### src/rtl/mesh_route_pkg.sv
package mesh_route_pkg;

    localparam int NUM_PORTS = 5;
    localparam int PORT_W    = $clog2(NUM_PORTS);

    // port codes; mask bit i belongs to code i
    localparam logic [PORT_W-1:0] PORT_LOCAL = PORT_W'(0);
    localparam logic [PORT_W-1:0] PORT_EAST  = PORT_W'(1);
    localparam logic [PORT_W-1:0] PORT_WEST  = PORT_W'(2);
    localparam logic [PORT_W-1:0] PORT_NORTH = PORT_W'(3);
    localparam logic [PORT_W-1:0] PORT_SOUTH = PORT_W'(4);

    typedef enum logic [1:0] {
        MODE_XY         = 2'b00,
        MODE_WEST_FIRST = 2'b01,
        MODE_NORTH_LAST = 2'b10,
        MODE_NEG_FIRST  = 2'b11
    } route_mode_e;

    typedef struct packed {
        logic east;
        logic west;
        logic north;
        logic south;
    } dir_set_t;

    typedef struct packed {
        logic                 valid;
        logic [NUM_PORTS-1:0] mask;
        logic [PORT_W-1:0]    port;
    } route_rsp_t;

endpackage

### src/rtl/mesh_dir_detect.sv
module mesh_dir_detect
    import mesh_route_pkg::*;
#(
    parameter int COORD_W = 3
) (
    input  logic [COORD_W-1:0] cur_x,
    input  logic [COORD_W-1:0] cur_y,
    input  logic [COORD_W-1:0] dst_x,
    input  logic [COORD_W-1:0] dst_y,
    output dir_set_t           prod,
    output logic               arrived
);
    always_comb begin
        prod.east  = dst_x > cur_x;
        prod.west  = dst_x < cur_x;
        prod.north = dst_y > cur_y;
        prod.south = dst_y < cur_y;
        arrived    = (dst_x == cur_x) && (dst_y == cur_y);
    end
endmodule

### src/rtl/mesh_turn_filter.sv
module mesh_turn_filter
    import mesh_route_pkg::*;
(
    input  logic [1:0] mode,
    input  dir_set_t   prod,
    output dir_set_t   legal
);
    logic x_any;
    logic non_north;
    logic neg_any;

    always_comb begin
        x_any     = prod.east | prod.west;
        non_north = prod.east | prod.west | prod.south;
        neg_any   = prod.west | prod.south;
        legal     = prod;
        case (route_mode_e'(mode))
            MODE_XY: begin
                legal.north = prod.north & ~x_any;
                legal.south = prod.south & ~x_any;
            end
            MODE_WEST_FIRST: begin
                if (prod.west) begin
                    legal.east  = 1'b0;
                    legal.north = 1'b0;
                    legal.south = 1'b0;
                end
            end
            MODE_NORTH_LAST: begin
                legal.north = prod.north & ~non_north;
            end
            MODE_NEG_FIRST: begin
                if (neg_any) begin
                    legal.east  = 1'b0;
                    legal.north = 1'b0;
                end
            end
            default: legal = prod;
        endcase
    end
endmodule

### src/rtl/mesh_port_select.sv
module mesh_port_select
    import mesh_route_pkg::*;
#(
    parameter int CONG_W = 4
) (
    input  dir_set_t              legal,
    input  logic                  arrived,
    input  logic [CONG_W-1:0]     cong_e,
    input  logic [CONG_W-1:0]     cong_w,
    input  logic [CONG_W-1:0]     cong_n,
    input  logic [CONG_W-1:0]     cong_s,
    output logic [NUM_PORTS-1:0]  mask,
    output logic [PORT_W-1:0]     port
);
    logic              x_ok;
    logic              y_ok;
    logic [CONG_W-1:0] x_cong;
    logic [CONG_W-1:0] y_cong;
    logic [PORT_W-1:0] x_code;
    logic [PORT_W-1:0] y_code;

    always_comb begin
        mask = '0;
        mask[PORT_LOCAL] = arrived;
        mask[PORT_EAST]  = legal.east;
        mask[PORT_WEST]  = legal.west;
        mask[PORT_NORTH] = legal.north;
        mask[PORT_SOUTH] = legal.south;

        x_ok   = legal.east | legal.west;
        y_ok   = legal.north | legal.south;
        x_cong = legal.east  ? cong_e    : cong_w;
        y_cong = legal.north ? cong_n    : cong_s;
        x_code = legal.east  ? PORT_EAST : PORT_WEST;
        y_code = legal.north ? PORT_NORTH : PORT_SOUTH;

        if (arrived || !(x_ok || y_ok)) begin
            port = PORT_LOCAL;
        end else if (x_ok && y_ok) begin
            port = (y_cong < x_cong) ? y_code : x_code;
        end else if (x_ok) begin
            port = x_code;
        end else begin
            port = y_code;
        end
    end
endmodule

### src/rtl/mesh_route_unit.sv
module mesh_route_unit
    import mesh_route_pkg::*;
#(
    parameter int COORD_W = 3,
    parameter int CONG_W  = 4
) (
    input  logic               clk,
    input  logic               rst_n,
    input  logic               req_valid,
    input  logic [COORD_W-1:0] cur_x,
    input  logic [COORD_W-1:0] cur_y,
    input  logic [COORD_W-1:0] dst_x,
    input  logic [COORD_W-1:0] dst_y,
    input  logic [1:0]         mode,
    input  logic [CONG_W-1:0]  cong_e,
    input  logic [CONG_W-1:0]  cong_w,
    input  logic [CONG_W-1:0]  cong_n,
    input  logic [CONG_W-1:0]  cong_s,
    output logic               rsp_valid,
    output logic [4:0]         rsp_mask,
    output logic [2:0]         rsp_port
);
    dir_set_t             prod;
    dir_set_t             legal;
    logic                 arrived;
    logic [NUM_PORTS-1:0] mask_w;
    logic [PORT_W-1:0]    port_w;
    route_rsp_t           rsp_d;
    route_rsp_t           rsp_q;

    mesh_dir_detect #(.COORD_W(COORD_W)) u_dir (
        .cur_x   (cur_x),
        .cur_y   (cur_y),
        .dst_x   (dst_x),
        .dst_y   (dst_y),
        .prod    (prod),
        .arrived (arrived)
    );

    mesh_turn_filter u_filter (
        .mode  (mode),
        .prod  (prod),
        .legal (legal)
    );

    mesh_port_select #(.CONG_W(CONG_W)) u_sel (
        .legal   (legal),
        .arrived (arrived),
        .cong_e  (cong_e),
        .cong_w  (cong_w),
        .cong_n  (cong_n),
        .cong_s  (cong_s),
        .mask    (mask_w),
        .port    (port_w)
    );

    always_comb begin
        rsp_d       = rsp_q;
        rsp_d.valid = req_valid;
        if (req_valid) begin
            rsp_d.mask = mask_w;
            rsp_d.port = port_w;
        end
    end

    always_ff @(posedge clk or negedge rst_n) begin
        if (!rst_n) begin
            rsp_q <= '0;
        end else begin
            rsp_q <= rsp_d;
        end
    end

    assign rsp_valid = rsp_q.valid;
    assign rsp_mask  = rsp_q.mask;
    assign rsp_port  = rsp_q.port;
endmodule

### config.mk
export PLATFORM = sky130hd
export DESIGN_NAME = mesh_route_unit
export DESIGN_NICKNAME = d
export VERILOG_FILES = /design/src/rtl/mesh_route_pkg.sv /design/src/rtl/mesh_dir_detect.sv /design/src/rtl/mesh_turn_filter.sv /design/src/rtl/mesh_port_select.sv /design/src/rtl/mesh_route_unit.sv
export SDC_FILE = /design/constraint.sdc
export NUM_CORES = 1
export LEC_CHECK = 0
export CORE_UTILIZATION = 37
export DETAILED_ROUTE_END_ITERATION = 8
export PLACE_DENSITY_LB_ADDON = 0.1
export SLEW_MARGIN = 20
export SYNTH_ARGS = -nofsm -noshare
export SYNTH_HDL_FRONTEND = slang
export SYNTH_SLANG_ARGS = --single-unit
### constraint.sdc
create_clock -name clk -period 0.95 [get_ports clk]
set_input_delay 0.19 -clock clk [delete_from_list [all_inputs] [get_ports clk]]
set_output_delay 0.19 -clock clk [all_outputs]
set_load 0.02 [all_outputs]
# --- Word-level counts from Yosys, hierarchy flattened ---
# Index checks and enable logic that the tools add are counted.
op_classes:
  mux: 15
  eq_ne: 5
  reduce_logical: 6
  magnitude_cmp: 5
  bitwise: 10
ops:
  columns: ["operator", "n"]
  rows:
  - ["$mux W3", 5]
  - ["$mux W4", 2]
  - ["$eq A3 B3 Y1", 2]
  - ["$gt A3 B3 Y1", 2]
  - ["$lt A3 B3 Y1", 2]
  - ["$or A1 B1 Y1", 5]
  - ["$eq A2 B2 Y1 const B", 2]
  - ["$lt A4 B4 Y1", 1]
  - ["$mux W2", 2]
  - ["$pmux W1 S2", 2]
  - ["$pmux W1 S4", 1]
  - ["$and A1 B1 Y1", 3]
  - ["$mux W1", 3]
  - ["$eq A2 B1 Y1 const B", 1]
  - ["$logic_and A1 B1 Y1", 2]
  - ["$logic_not A2 Y1", 1]
  - ["$logic_or A1 B1 Y1", 2]
  - ["$not A1 Y1", 2]
  - ["$logic_not A1 Y1", 1]
totals:
  elab_cells: 44
  register_bits: 9
  output_inout_bits: 9
  inputBits: 33

# --- Longest topological paths before layout ---
logic_depth:
  depth_word: 11
  ltp_mapped: 15
  mapped_depth_nobuf: 14

# --- By module ---
# Synthesis repeated with hierarchy kept, for this count alone.
unflattened:
  cells_unflattened: 86
  hier_area_um2: 883.3
modules_own_cells:
  columns: ["mod", "cells_each", "instances", "seq_area_each_um2", "area_per_inst_um2"]
  rows:
  - ["mesh_route_unit", 18, 1, 225.2, 356.6]
  - ["mesh_port_select", 35, 1, 0.0, 291.5]
  - ["mesh_dir_detect", 23, 1, 0.0, 167.7]
  - ["mesh_turn_filter", 10, 1, 0.0, 67.6]

# --- Worst setup path before layout ---
# Ideal clock, no wire load.
synth_timing:
  kind: "in2reg"
  from: "input cur_x[2]"
  to: "register rsp_q, in the netlist rsp_port[1]"
  stages: 12
  setup_ns: 0.078
  t_arrival_ns: 2.436
  n_path_buf: 0
  t_required_ns: 0.872
  setup_slack_ns: -1.564
  cell_sequence: "inv_1 -> ha_1 -> a21oi_2 -> nand2_1 -> nand3_2 -> mux2i_1 -> ha_1 -> o21a_1 -> or2_2 -> nor2b_1 -> a211o_1 -> o2bb2ai_1"
synth_between:
  elab_chain_len: 11
  word_cells_on_any_way: 34
  classes_between: "3 x order compare; 1 x eq/ne; 15 x mux; 10 x bitwise; 5 x reduce/logical"
synth_rtl:
  columns: ["item", "line_no", "text"]
  rows:
  - ["start: declaration", "mesh_route_unit.sv:10", "input logic [COORD_W-1:0] cur_x,"]
  - ["$gt A3 B3 Y1 / $lt A3 B3 Y1 (equally long branches)", "mesh_dir_detect.sv:14, mesh_dir_detect.sv:15", null]
  - ["$or A1 B1 Y1", "mesh_turn_filter.sv:13, mesh_turn_filter.sv:14", null]
  - ["$or A1 B1 Y1", "mesh_turn_filter.sv:14", "non_north = prod.east | prod.west | prod.south;"]
  - ["$not A1 Y1", "mesh_turn_filter.sv:30", "legal.north = prod.north & ~non_north;"]
  - ["$and A1 B1 Y1", "mesh_turn_filter.sv:30", null]
  - ["$pmux W1 S4", "mesh_turn_filter.sv:17", "case (route_mode_e'(mode))"]
  - ["$mux W4 / $or A1 B1 Y1 (equally long branches)", "mesh_port_select.sv:33, mesh_port_select.sv:31", null]
  - ["$lt A4 B4 Y1 / $logic_or A1 B1 Y1 (equally long branches)", "mesh_port_select.sv:40, mesh_port_select.sv:37", null]
  - ["$mux W3 / $logic_not A1 Y1 (equally long branches)", "mesh_port_select.sv:40, mesh_port_select.sv:37", null]
  - ["$mux W3 / $logic_or A1 B1 Y1 (equally long branches)", "mesh_port_select.sv:39, mesh_port_select.sv:37", null]
  - ["$mux W3 (*)", "mesh_port_select.sv:37", "if (arrived || !(x_ok || y_ok)) begin"]
  - ["end signal: assignment", "mesh_route_unit.sv:70", "rsp_q <= rsp_d;"]
  - ["end: declaration", "mesh_route_unit.sv:29", "route_rsp_t rsp_q;"]
# Mark *: on every way between the ends. The rest lies on a longest branch, timed or not.
# A chain may end at the register's enable or synchronous reset.

# --- Worst setup path in the final report ---
layout_timing:
  from: "input dst_y[2]"
  to: "register rsp_q, in the netlist rsp_port[1]"
layout_between:
  elab_chain_len: 10
  word_cells_on_any_way: 31
  classes_between: "3 x order compare; 1 x eq/ne; 14 x mux; 8 x bitwise; 5 x reduce/logical"
layout_rtl:
  columns: ["item", "line_no", "text"]
  rows:
  - ["start: declaration", "mesh_route_unit.sv:13", "input logic [COORD_W-1:0] dst_y,"]
  - ["$lt A3 B3 Y1", "mesh_dir_detect.sv:17", "prod.south = dst_y < cur_y;"]
  - ["$or A1 B1 Y1", "mesh_turn_filter.sv:14", null]
  - ["$not A1 Y1", "mesh_turn_filter.sv:30", null]
  - ["$and A1 B1 Y1", "mesh_turn_filter.sv:30", null]
  - ["$pmux W1 S4", "mesh_turn_filter.sv:17", null]
  - ["$mux W4 / $or A1 B1 Y1 (equally long branches)", "mesh_port_select.sv:33, mesh_port_select.sv:31", null]
  - ["$lt A4 B4 Y1 / $logic_or A1 B1 Y1 (equally long branches)", "mesh_port_select.sv:40, mesh_port_select.sv:37", null]
  - ["$mux W3 / $logic_not A1 Y1 (equally long branches)", "mesh_port_select.sv:40, mesh_port_select.sv:37", null]
  - ["$mux W3 / $logic_or A1 B1 Y1 (equally long branches)", "mesh_port_select.sv:39, mesh_port_select.sv:37", null]
  - ["$mux W3 (*)", "mesh_port_select.sv:37", null]
# Marks and branches as above.

==> impl_results.md <==
- Share of synthesized registers carrying an async set or reset: 100%
- Post-layout minimum cycle time: 2700 ps
- Final ANT Viol Nets: 0
- Synthesized area per cell: 8.94 sq um
- Worst-Skew Late Latency: 260 ps
- Drt pass-1 iters: 4
- Dominant cell type by area after synthesis: dfrtp_1
- Clock Tree Root: clkbuf_4
- Status: finished with violations
- Number of global-route vias before repair: 1026
- Die height: 46.8 um
- Layout fillers: 30
- Iter 0 DRT Violations: 75
- Critical Path RT: 1130 ps
- Synth warnings: 0
- Post-Syn Nets: 125
- Internal power: 1360 uW
- Setup crit start: dst_y[2]
- Hpwl dp: 1850 um
- First-pass GRT wire length: 4570 um
- Register area: 225 sq um
- Setup TNS: -7320 ps
- HP Class: in2async
- Crit Path Category: in2reg
- Post-route DRC: 0
- Max Buffers Root-to-Sink: 2
- Row count: 15
- Final period utilization: 284%
- Net Sw Power: 847 uW
- I/O pin total: 42
- Total number of vias: 1086
- Routed wire length: 4290 um
- Met1 Routed Length: 1460 um
- Worst hold margin: 210 ps
- Yosys reg bits: 9
- Met2 WL: 2140 um
- Static leakage: 0.000781 uW
- Count of different cell masters after synthesis: 31
- GRT Total Usage: 30.2%
- Switching share of power: 38.4%
- CP endpoint kind: flip-flop
- Hold Fails Final Rpt: 0
- Post-synth EDFFs: 0
- VDD IR-drop max: 1.20 mV
- Combinational fraction of design power: 64.3%
- Worst-Margin Slew: 386 ps
- RSZ-0062 raised after global routing: yes
- Primary FF master, synth: dfrtp_1
- Cells after Synth: 83
- Syn Std Cell Area: 742 sq um
- Vias/cell: 5.93
- Starting Density: 41.2%
- DR top layer: met4
- Die Wd: 46.8 um
- Total congestion overflow: 0
- Worst EP arrival: 2890 ps
- Final net count: 201
- Metal3 WL: 419 um
- GP Congestion: 0.857
- Fin. max-slew vios: 0
- Drt wl/cell: 23.4 um
- Fmax: 0.370 GHz
- Area grow syn2layout: 134%
- Synth top area share: 30.4%
- Total power: 2210 uW
- Multi-input logic area: 743 sq um
- Violated checks: negative setup slack
- Clock slew at reported path FFs: 60 ps
- Clock power share: 13.4%
- Final WS setup: -1750 ps
- Crit Path Max Fanout: 3
- Worst setup SP type: input pin
- Port bufs: 41
- Seq/Total Area, Yosys: 30.4%
- Max_cap viols: 0
- Share of layout cells above drive strength 1: 62.0%
- Die ar.: 2190 sq um
- Final Skew: 0 ps
- Pwr/cell area: 1270 nW/um^2
- H-tree depth: 1
- FF-to-FF Start: rsp_mask[3]
- Ant. Diodes: 0
- Core Area: 1800 sq um
- # clock sinks: 9
- Final setup viols: 16
- Largest net degree at the start of global routing: 10
- Initial antenna violation count: 0
- CTS Buf Count: 3
- CTS tree: done
- Worst slew margin: 74.2%
- Flop pwr share: 22.3%
- Synth top area cells: dfrtp_1 (30%), ha_1 (15%), nand2_1 (7.1%)
-- Yosys cell counts, types with 2 or more instances --
master	n
a21oi_1	5
inv_1	7
ha_1	9
dfrtp_1	9
nand2_1	14
o2bb2ai_1	2
mux2i_1	4
nor2_1	2
o21a_1	2
o21ai_0	5
a21oi_2	2
nand3_1	3
-- critical path, cell delays in order --
cell and delay, ps:
buf_6 100, ha_4 240, a21oi_2 190, nand4_1 240, nand3_4 210, buf_6 130
mux2i_1 280, ha_2 340, o21a_1 150, or2_4 260, nor2b_1 160, a211o_1 280
o2bb2ai_2 130
-- state kept, by name (all words and copies together) (netlist names) --
register and count:
rsp_mask 5, rsp_valid 1, rsp_port 3
-- power groups by stage --
stage                     Clock [uW]  Sequential (uW)  Combinational [uW]
final                            295              491                1420
after global placement             0              478                 913
after CTS                        289              484                1170
after floorplan                    0              551                 420
after global routing             336              493                1480
after detailed placement           0              482                 935
-- layer usage --
layer | global-route usage [%] | vias up
li1 | - | 454
met1 | 31.8 | 495
met2 | 58.9 | 104
met3 | 3.08 | 33
met4 | 14.9 | 0
met5 | 0 | -
-- repair_timing --
action	CTS	global route
pin swaps	31	11
setup endpoints to repair	17	17
buffers inserted	9	5
hold buffers	0	0
resized for setup	140	11
-- layout by cell type, fill, tap and decap left out, types with 3 or more instances in the layout --
master,netlist,routed
buf_6,1,26
buf_4,0,20
clkdlybuf4s50_1,0,17
nand2_1,14,10
dfrtp_1,9,9
ha_4,0,6
buf_2,0,5
o21ai_2,0,4
inv_2,0,3
a21oi_4,0,3
nand3_4,0,3
nand2_2,0,3
ha_2,0,3
clkbuf_4,0,3
dlygate4sd2_1,0,3
-- metrics by stage --
| stage | util (%) | instance area, sq um | setup slack, ps | std cells |
|---|---|---|---|---|
| 6_report | 96.4 | 1740 | -1750 | 183 |
| 5_1_grt | 96.4 | 1740 | -2020 | 183 |
| 4_1_cts | 91.5 | 1650 | -1330 | 178 |
| 3_5_place_dp | 79.3 | 1430 | -2150 | 165 |
| 3_3_place_gp | 79.3 | 1430 | -2080 | 165 |
| 2_1_floorplan | - | 871 | -1410 | 83 |
-- area by class of cell --
class / count / area share [%]
multi-input cells: 66 / 42.8
inverters: 7 / 1.80
repair buffers: 72 / 39.1
clock buffers: 4 / 1.51
well taps: 25 / 1.80
flip-flops and latches: 9 / 13.0
-- kinds of logic after synthesis --
logic type      synth area share, %
mux                            6.91
flops                          30.4
compound gates                 23.6
fa+ha+maj                      15.2
buf+inv                        5.06
simple gates                   18.9
-- final timing paths --
check | end | slack [ps] | depth (start not counted)
max in group asynchronous | rsp_mask[3] | 460 | 1
worst max-delay path | rsp_port[1] | -1750 | 13
min in group clk | rsp_valid | 380 | 2
worst min register to register | rsp_mask[2] | 540 | 2
worst min-delay path | rsp_port[0] | 210 | 1
worst max register to register | rsp_mask[3] | 0 | 2
No activity file was read; power rests on OpenSTA's default activity.
